--- src/rtl/opsel_alu_pkg.sv ---
package opsel_alu_pkg;
  localparam logic [4:0] OPC_ADD  = 5'd0;
  localparam logic [4:0] OPC_SUB  = 5'd1;
  localparam logic [4:0] OPC_MUL  = 5'd2;
  localparam logic [4:0] OPC_DIV  = 5'd3;
  localparam logic [4:0] OPC_AND  = 5'd4;
  localparam logic [4:0] OPC_OR   = 5'd5;
  localparam logic [4:0] OPC_INV  = 5'd6;
  localparam logic [4:0] OPC_NOR  = 5'd7;
  localparam logic [4:0] OPC_NAND = 5'd8;
  localparam logic [4:0] OPC_XOR  = 5'd9;
  localparam logic [4:0] OPC_XNOR = 5'd10;
  localparam logic [4:0] OPC_PASS = 5'd11;
  localparam logic [4:0] OPC_POP  = 5'd13;
  localparam logic [4:0] OPC_PAR  = 5'd24;
  localparam logic [4:0] OPC_CMP  = 5'd25;

  function automatic logic is_arith(logic [4:0] op);
    return op <= OPC_DIV;
  endfunction

  function automatic logic is_supported(logic [4:0] op);
    return (op <= OPC_PASS) || (op == OPC_POP) || (op == OPC_PAR) || (op == OPC_CMP);
  endfunction
endpackage

--- src/rtl/opsel_alu_arith.sv ---
module opsel_alu_arith #(
  parameter int unsigned W = 8
) (
  input  logic [W-1:0]   a_i,
  input  logic [W-1:0]   b_i,
  input  logic [4:0]     op_i,
  output logic [W-1:0]   res_o,
  output logic           ext_o,
  output logic [2*W-1:0] prod_o
);
  import opsel_alu_pkg::*;

  logic [W:0]     sum, dif;
  logic [2*W-1:0] prod;
  logic [W-1:0]   quo, safe_div;
  logic           div_zero;

  assign sum      = {1'b0, a_i} + {1'b0, b_i};
  assign dif      = {1'b0, a_i} - {1'b0, b_i};
  assign prod     = {{W{1'b0}}, a_i} * {{W{1'b0}}, b_i};
  assign div_zero = (b_i == '0);
  assign safe_div = div_zero ? {{(W-1){1'b0}}, 1'b1} : b_i;
  assign quo      = a_i / safe_div;

  always_comb begin
    res_o  = '0;
    ext_o  = 1'b0;
    prod_o = '0;
    case (op_i)
      OPC_ADD: begin res_o = sum[W-1:0]; ext_o = sum[W]; end
      OPC_SUB: begin res_o = dif[W-1:0]; ext_o = dif[W]; end
      OPC_MUL: begin res_o = prod[W-1:0]; ext_o = prod[W]; prod_o = prod; end
      OPC_DIV: begin res_o = div_zero ? {W{1'b1}} : quo; ext_o = div_zero; end
      default: ;
    endcase
  end
endmodule

--- src/rtl/opsel_alu_logic.sv ---
module opsel_alu_logic #(
  parameter int unsigned W = 8
) (
  input  logic [W-1:0] a_i,
  input  logic [W-1:0] b_i,
  input  logic [4:0]   op_i,
  output logic [W-1:0] res_o
);
  import opsel_alu_pkg::*;

  always_comb begin
    case (op_i)
      OPC_AND:  res_o = a_i & b_i;
      OPC_OR:   res_o = a_i | b_i;
      OPC_INV:  res_o = ~a_i;
      OPC_NOR:  res_o = ~(a_i | b_i);
      OPC_NAND: res_o = ~(a_i & b_i);
      OPC_XOR:  res_o = a_i ^ b_i;
      OPC_XNOR: res_o = ~(a_i ^ b_i);
      OPC_PASS: res_o = a_i;
      default:  res_o = '0;
    endcase
  end
endmodule

--- src/rtl/opsel_alu_wide.sv ---
module opsel_alu_wide #(
  parameter int unsigned W = 8
) (
  input  logic [W-1:0] a_i,
  input  logic [W-1:0] b_i,
  input  logic [4:0]   op_i,
  output logic [W-1:0] res_o
);
  import opsel_alu_pkg::*;

  localparam int unsigned WW    = 2 * W;
  localparam int unsigned CNT_W = $clog2(WW + 1);

  logic [WW-1:0]    word;
  logic [CNT_W-1:0] ones;
  logic             par;
  logic [2:0]       cmp;

  assign word = {a_i, b_i};

  always_comb begin
    ones = '0;
    for (int i = 0; i < WW; i++) ones = ones + CNT_W'(word[i]);
  end

  assign par = ^word;
  assign cmp = {a_i > b_i, a_i == b_i, a_i < b_i};

  always_comb begin
    res_o = '0;
    case (op_i)
      OPC_POP: res_o = W'(ones);
      OPC_PAR: res_o = {{(W-1){1'b0}}, par};
      OPC_CMP: res_o = {{(W-3){1'b0}}, cmp};
      default: ;
    endcase
  end
endmodule

--- src/rtl/opsel_alu.sv ---
module opsel_alu #(
  parameter int unsigned DATA_W  = 8,
  parameter bit          OUT_REG = 1'b1
) (
  input  logic                clk_i,
  input  logic                rst_ni,
  input  logic [DATA_W-1:0]   a_i,
  input  logic [DATA_W-1:0]   b_i,
  input  logic [4:0]          op_i,
  output logic [DATA_W-1:0]   res_o,
  output logic                ext_o,
  output logic [2*DATA_W-1:0] wide_o
);
  import opsel_alu_pkg::*;

  localparam int unsigned WW = 2 * DATA_W;

  logic [DATA_W-1:0] ar_res, lg_res, wd_res, nxt_res;
  logic              ar_ext, nxt_ext;
  logic [WW-1:0]     ar_prod, nxt_wide;

  opsel_alu_arith #(.W(DATA_W)) u_arith (
    .a_i(a_i), .b_i(b_i), .op_i(op_i),
    .res_o(ar_res), .ext_o(ar_ext), .prod_o(ar_prod)
  );

  opsel_alu_logic #(.W(DATA_W)) u_logic (
    .a_i(a_i), .b_i(b_i), .op_i(op_i), .res_o(lg_res)
  );

  opsel_alu_wide #(.W(DATA_W)) u_wide (
    .a_i(a_i), .b_i(b_i), .op_i(op_i), .res_o(wd_res)
  );

  // each unit returns zero outside its own codes
  assign nxt_res  = ar_res | lg_res | wd_res;
  assign nxt_ext  = ar_ext;
  assign nxt_wide = ar_prod;

  if (OUT_REG) begin : g_reg
    always_ff @(posedge clk_i or negedge rst_ni) begin
      if (!rst_ni) begin
        res_o  <= '0;
        ext_o  <= 1'b0;
        wide_o <= '0;
      end else begin
        res_o  <= nxt_res;
        ext_o  <= nxt_ext;
        wide_o <= nxt_wide;
      end
    end

    p_unsup_zero_r11: assert property (@(posedge clk_i) disable iff (!rst_ni)
      ($past(rst_ni) && !is_supported($past(op_i))) |-> (res_o == '0 && !ext_o && wide_o == '0));
    p_ext_clear_r10: assert property (@(posedge clk_i) disable iff (!rst_ni)
      ($past(rst_ni) && !is_arith($past(op_i))) |-> !ext_o);
    p_div_zero_r4: assert property (@(posedge clk_i) disable iff (!rst_ni)
      ($past(rst_ni) && $past(op_i) == OPC_DIV && $past(b_i) == '0) |-> (ext_o && res_o == '1));
    p_cmp_onehot_r9: assert property (@(posedge clk_i) disable iff (!rst_ni)
      ($past(rst_ni) && $past(op_i) == OPC_CMP) |-> ($onehot(res_o[2:0]) && res_o[DATA_W-1:3] == '0));
    p_wide_only_mul_r3: assert property (@(posedge clk_i) disable iff (!rst_ni)
      ($past(rst_ni) && $past(op_i) != OPC_MUL) |-> (wide_o == '0));
    p_mul_low_r3: assert property (@(posedge clk_i) disable iff (!rst_ni)
      ($past(rst_ni) && $past(op_i) == OPC_MUL) |-> (wide_o[DATA_W:0] == {ext_o, res_o}));
  end else begin : g_comb
    assign res_o  = nxt_res;
    assign ext_o  = nxt_ext;
    assign wide_o = nxt_wide;

    p_unsup_zero_r11: assert property (@(posedge clk_i) disable iff (!rst_ni)
      !is_supported(op_i) |-> (res_o == '0 && !ext_o && wide_o == '0));
    p_ext_clear_r10: assert property (@(posedge clk_i) disable iff (!rst_ni)
      !is_arith(op_i) |-> !ext_o);
    p_div_zero_r4: assert property (@(posedge clk_i) disable iff (!rst_ni)
      (op_i == OPC_DIV && b_i == '0) |-> (ext_o && res_o == '1));
    p_cmp_onehot_r9: assert property (@(posedge clk_i) disable iff (!rst_ni)
      (op_i == OPC_CMP) |-> $onehot(res_o[2:0]));
  end
endmodule

--- config.mk ---
export PLATFORM = sky130hd
export DESIGN_NAME = opsel_alu
export DESIGN_NICKNAME = d
export VERILOG_FILES = /design/src/rtl/opsel_alu_pkg.sv /design/src/rtl/opsel_alu_arith.sv /design/src/rtl/opsel_alu_logic.sv /design/src/rtl/opsel_alu_wide.sv /design/src/rtl/opsel_alu.sv
export SDC_FILE = /design/constraint.sdc
export NUM_CORES = 1
export LEC_CHECK = 0
export BUFFER_PORTS_ARGS = -buffer_cell sky130_fd_sc_hd__buf_2
export CELL_PAD_IN_SITES_DETAIL_PLACEMENT = 0
export CELL_PAD_IN_SITES_GLOBAL_PLACEMENT = 1
export CORE_MARGIN = 2
export CORE_UTILIZATION = 48
export CTS_CLUSTER_DIAMETER = 60
export DETAILED_ROUTE_END_ITERATION = 7
export PLACE_DENSITY_LB_ADDON = 0.3
export SYNTH_ARGS = -nofsm -noshare
export SYNTH_HDL_FRONTEND = slang
export SYNTH_HIERARCHICAL = 1
export SYNTH_SLANG_ARGS = --single-unit
--- constraint.sdc ---
create_clock -name clk_i -period 0.8 [get_ports clk_i]
set_input_delay 0 -clock clk_i [delete_from_list [all_inputs] [get_ports clk_i]]
set_output_delay 0 -clock clk_i [all_outputs]
set_load 0.005 [all_outputs]
==> results.md <==
Floorplan:
- The floorplan step defined a die boundary enclosing 0.0150 mm².
- The core region is 0.0138 mm².
- The I/O pin total is 48.
- The vertical extent of the die is 122 µm.
- The total number of placement rows is 43.
- The die is 122 µm wide.
- The effective utilization at floorplan is 48.7%.

CTS:
- For this design, the sink count on the clock tree is 25.
- After clock tree synthesis, the clock-pin slew on the worst setup and hold paths is 0.08 ns.
- The CTS tree is built.
- CTS placed an instance of sky130_fd_sc_hd__clkbuf_16 at the clock tree root.
- Clock tree synthesis inserted a total of 3 buffers.
- CTS built an H-tree with a depth of 1.
- In this run the deepest clock path goes through 2 buffers.

Route:
- The first detailed-routing pass took 5 iterations.
- Detailed routing inserted a total of 6783 vias.
- The post-detailed-routing wire length is 22600 µm.
- Once detail routing completed, the nets flagged for antenna violations numbered 0.
- In the final routed layout, each cell accounts on average for 18.4 µm.
- The number of design-rule violations left by the first detailed-router iteration is 366.
- The average via count per standard cell is 5.53.
- The DRC violations left is 0.

Synthesis:
- The synthesized instance count is 801.
- The commonest cells after synthesis are sky130_fd_sc_hd__inv_1 (124), sky130_fd_sc_hd__ha_1 (115), sky130_fd_sc_hd__nand2_1 (59), sky130_fd_sc_hd__nor2_1 (59), sky130_fd_sc_hd__fa_1 (48).
- Counting flops and latches in the post-synthesis netlist gives 25.
- The share of synthesized area in the top cell type comes to 21.4%.
- The async set-or-reset flop fraction in the synthesized netlist is 100%.
- The synthesized netlist devotes 35.7% of its cell area to adder and majority cells.
- Summing every instance area after synthesis gives 0.00671 mm².
- The post-synthesis share of cell area spent on and, or, nand and nor gates is 16.7%.
- Sequential elements use 9.32% of the synthesized area.
- The Yosys step of the flow raised 6 warnings.
- The number of unique standard cell types used by synthesis is 81.
- The most used flip-flop cell after synthesis is sky130_fd_sc_hd__dfrtp_1.
- Summed over all instances, the cell type with the most area after synthesis is sky130_fd_sc_hd__ha_1.
- The number of enable flip-flop cells after synthesis is 0.
- The synthesized area divided by synthesized cell count is 8.38 µm².
- The largest family of logic cells by synthesized area is adder cells.
- After Yosys synthesis, XOR and XNOR cells account for 7.12% of the synthesized area.
- The mux contribution to synthesized area is 5.42%.
- The most common cell in the synthesized netlist is sky130_fd_sc_hd__inv_1.
- By area the synthesized netlist is led by sky130_fd_sc_hd__ha_1 (21%), sky130_fd_sc_hd__fa_1 (14%), sky130_fd_sc_hd__dfrtp_1 (9.3%).
- Summing the areas of all compound-gate instances in the mapped netlist gives 15.9% of the synthesized area.

Timing:
- The slew of the pin with the lowest slew margin is 0.797 ns.
- For the final routed database, the setup TNS stands at -76.28 ns.
- The number of failing hold endpoints at the final stage is 0.
- The maximum operating frequency is 101 MHz.
- The worst path uses 1230% of the clock period.
- After layout, the minimum clock period comes to 9.87 ns.
- Setup violations remaining at the end of the flow were counted as 27.
- Setup repair after global routing could not meet its margin everywhere.
- The total count of max-transition violations in the final report is 0.
- The remaining max-slew budget at the tightest pin is 46.4%.
- Across all setup checks in the final design, the least slack found is -9.07 ns.

Global routing:
- The pin count of the biggest net entering global routing is 20.
- The via count of the first global-routing pass came to 7074.
- Across every metal layer, demand over resource in global routing totals 30.6%.
- The initial antenna violation count was 1.
- The global-route wire length before repair is 35100 µm.
- Global routing finished with a remaining overflow of 0.

Power and ir drop:
- The internal power component is 8.40 mW.
- The analysis attributes to cell leakage a power of 5.02 nW.
- The clock network is responsible for 8.4% of the overall power.
- In this run switching power makes up 44.2% of total power.
- Combinational cells account for 82.5% of the total power.
- The power per unit of standard cell area is 1500 mW/mm².
- For this design the total switching power over the nets is 6.65 mW.
- The worst vdd rail ir drop is 0.757 mV.
- Sequential cells account for 9.1% of the total power.

Finish:
- The total of fill cells in the finished design is 1029.
- Compared with the post-synthesis result, the final layout area differs by 49.9%.
- In the final layout, the share of cells above drive strength 1 is 42.2%.
- The finished cells cover 0.0101 mm².
- The final cell count without fillers is 1227.
- The layout net count is 1233.

Placement:
- Buffers placed on the I/O ports in this run total 47.
- The congestion estimate from routability-driven global placement came to 0.919.
- Summing all placed instances gives a cell area of 0.00874 mm².
- After legalization and detailed placement, the total HPWL measured 17000 µm.
- In this run, placement finished with an instance count of 1180.
- OpenSTA, run right after detailed placement, puts the worst setup slack at -9.40 ns.

Setup path:
- In this run the worst setup path begins at b_i[7].
- The worst setup path is launched from an input port.
- The maximum fanout encountered on the critical timing path is 6.
- The category of the most critical setup path is in -> reg.
- The cell seen most often among critical-path stages is sky130_fd_sc_hd__ha_4.
- The data required time of the worst path is 0.95 ns.
- The longest individual stage delay on the worst path is 0.54 ns.
- The category of the worst setup path capture point is a flip-flop.
- For this design, the slowest cell found on the critical path is sky130_fd_sc_hd__or4b_4.
- The signal arrival time at the worst endpoint is 10.02 ns.

Worst hold path:
- The tightest min-delay check is of the in -> async type.

Outcome:
- The final reports fail on negative setup slack.
- The flow ran to the end, but the final reports show violations.

Run:
- The number of max-cap violations is 0.
metrics by stage:
stage | utilization [%] | hold WS, ns | power (mW)
2_1_floorplan | - | -0.296 | 8.10
3_3_place_gp | 63.5 | -0.0816 | 11.2
3_5_place_dp | 63.5 | -0.0809 | 11.6
4_1_cts | 70.6 | 0.160 | 14.3
5_1_grt | 73.1 | 0.180 | 16.2
6_report | 73.1 | 0.147 | 15.1
flip-flops by register name (all words and copies together) (netlist names):
| name | flops |
|---|---|
| ext_o | 1 |
| res_o | 8 |
| wide_o | 16 |
repair_timing:
item,CTS,global route
hold endpoints to repair,25,0
hold buffers,1,0
pin swaps,53,49
endpoints found under the setup margin,27,29
buffers inserted,31,15
resized for setup,162,51
metal layers:
metal	share of wire [%]	GRT usage [%]	wire [µm]	vias to the layer above
met1	40	34.7	9010	3303
met2	51	56.3	11600	225
li1	-	-	-	3191
met5	0	0	0	-
met3	4.6	3.53	1050	64
met4	4.5	15.9	1020	0
layout make-up:
class	instances	area [µm²]	share of cell area, %
flip-flops and latches	25	626	6.22
repair buffers	269	2250	22.3
diodes	1	2.50	0.0249
clock inverters	1	8.76	0.0870
clock buffers	3	75.1	0.746
inverters	127	495	4.92
multi-input cells	621	6390	63.5
well taps	180	225	2.24
power by group through the flow:
stage / clock, mW / combinational [mW] / sequential (mW)
2_1_floorplan: 0 / 6.70 / 1.41
3_3_place_gp: 0 / 9.77 / 1.39
3_5_place_dp: 0 / 10.2 / 1.40
4_1_cts: 1.29 / 11.6 / 1.37
5_1_grt: 1.35 / 13.5 / 1.38
6_report: 1.26 / 12.4 / 1.37
worst max-delay path, delay by kind of cell:
kind	cells	cell delay, ns
AOI/OAI and AO/OA	27	5.00
xor gates and xnor gates	1	0.16
adders and majority gates	7	1.87
buffers and inverters	3	0.48
muxes	2	0.67
and+or+nand+nor	8	1.86
layout by cell type, fill, tap and decap left out, types with 5 or more instances in the layout:
master and n:
sky130_fd_sc_hd__a211oi_1 5, sky130_fd_sc_hd__a21o_1 12, sky130_fd_sc_hd__a21oi_1 22, sky130_fd_sc_hd__a21oi_2 6, sky130_fd_sc_hd__a21oi_4 6, sky130_fd_sc_hd__a22oi_1 9, sky130_fd_sc_hd__and2_1 15, sky130_fd_sc_hd__and2_4 13
sky130_fd_sc_hd__buf_12 10, sky130_fd_sc_hd__buf_2 37, sky130_fd_sc_hd__buf_4 182, sky130_fd_sc_hd__buf_6 27, sky130_fd_sc_hd__buf_8 12, sky130_fd_sc_hd__dfrtp_1 25, sky130_fd_sc_hd__fa_1 45, sky130_fd_sc_hd__ha_1 84
sky130_fd_sc_hd__ha_4 30, sky130_fd_sc_hd__inv_1 108, sky130_fd_sc_hd__inv_2 13, sky130_fd_sc_hd__mux2_4 10, sky130_fd_sc_hd__mux2i_1 18, sky130_fd_sc_hd__nand2_1 54, sky130_fd_sc_hd__nand2b_1 8, sky130_fd_sc_hd__nand3_1 13
sky130_fd_sc_hd__nor2_1 45, sky130_fd_sc_hd__nor2_2 7, sky130_fd_sc_hd__nor2_4 7, sky130_fd_sc_hd__nor3_1 5, sky130_fd_sc_hd__o211ai_1 6, sky130_fd_sc_hd__o21a_1 5, sky130_fd_sc_hd__o21ai_0 20, sky130_fd_sc_hd__o21ai_1 5
sky130_fd_sc_hd__o21ai_2 8, sky130_fd_sc_hd__o21bai_1 5, sky130_fd_sc_hd__o22ai_1 7, sky130_fd_sc_hd__or3_1 9, sky130_fd_sc_hd__xnor2_1 31, sky130_fd_sc_hd__xor2_1 10
cells by family after synthesis:
logic type	count (synthesis)
muxes	32
xor gates and xnor gates	49
adders and majority gates	163
other	1
AOI/OAI and AO/OA	153
buffers and inverters	157
and+or+nand+nor	221
DFF	25
how the worst max path moves through the flow:
stage / end / slack, ns / cells past startpoint
floorplan: res_o[0]$_DFF_PN0_ / -9.03 / 50
global placement: res_o[0]$_DFF_PN0_ / -9.01 / 46
detailed placement: res_o[0]$_DFF_PN0_ / -9.40 / 47
CTS: res_o[0]$_DFF_PN0_ / -8.90 / 48
global route: res_o[0]$_DFF_PN0_ / -9.36 / 48
finish: res_o[0]$_DFF_PN0_ / -9.07 / 48
No activity file was read; power rests on OpenSTA's default activity.
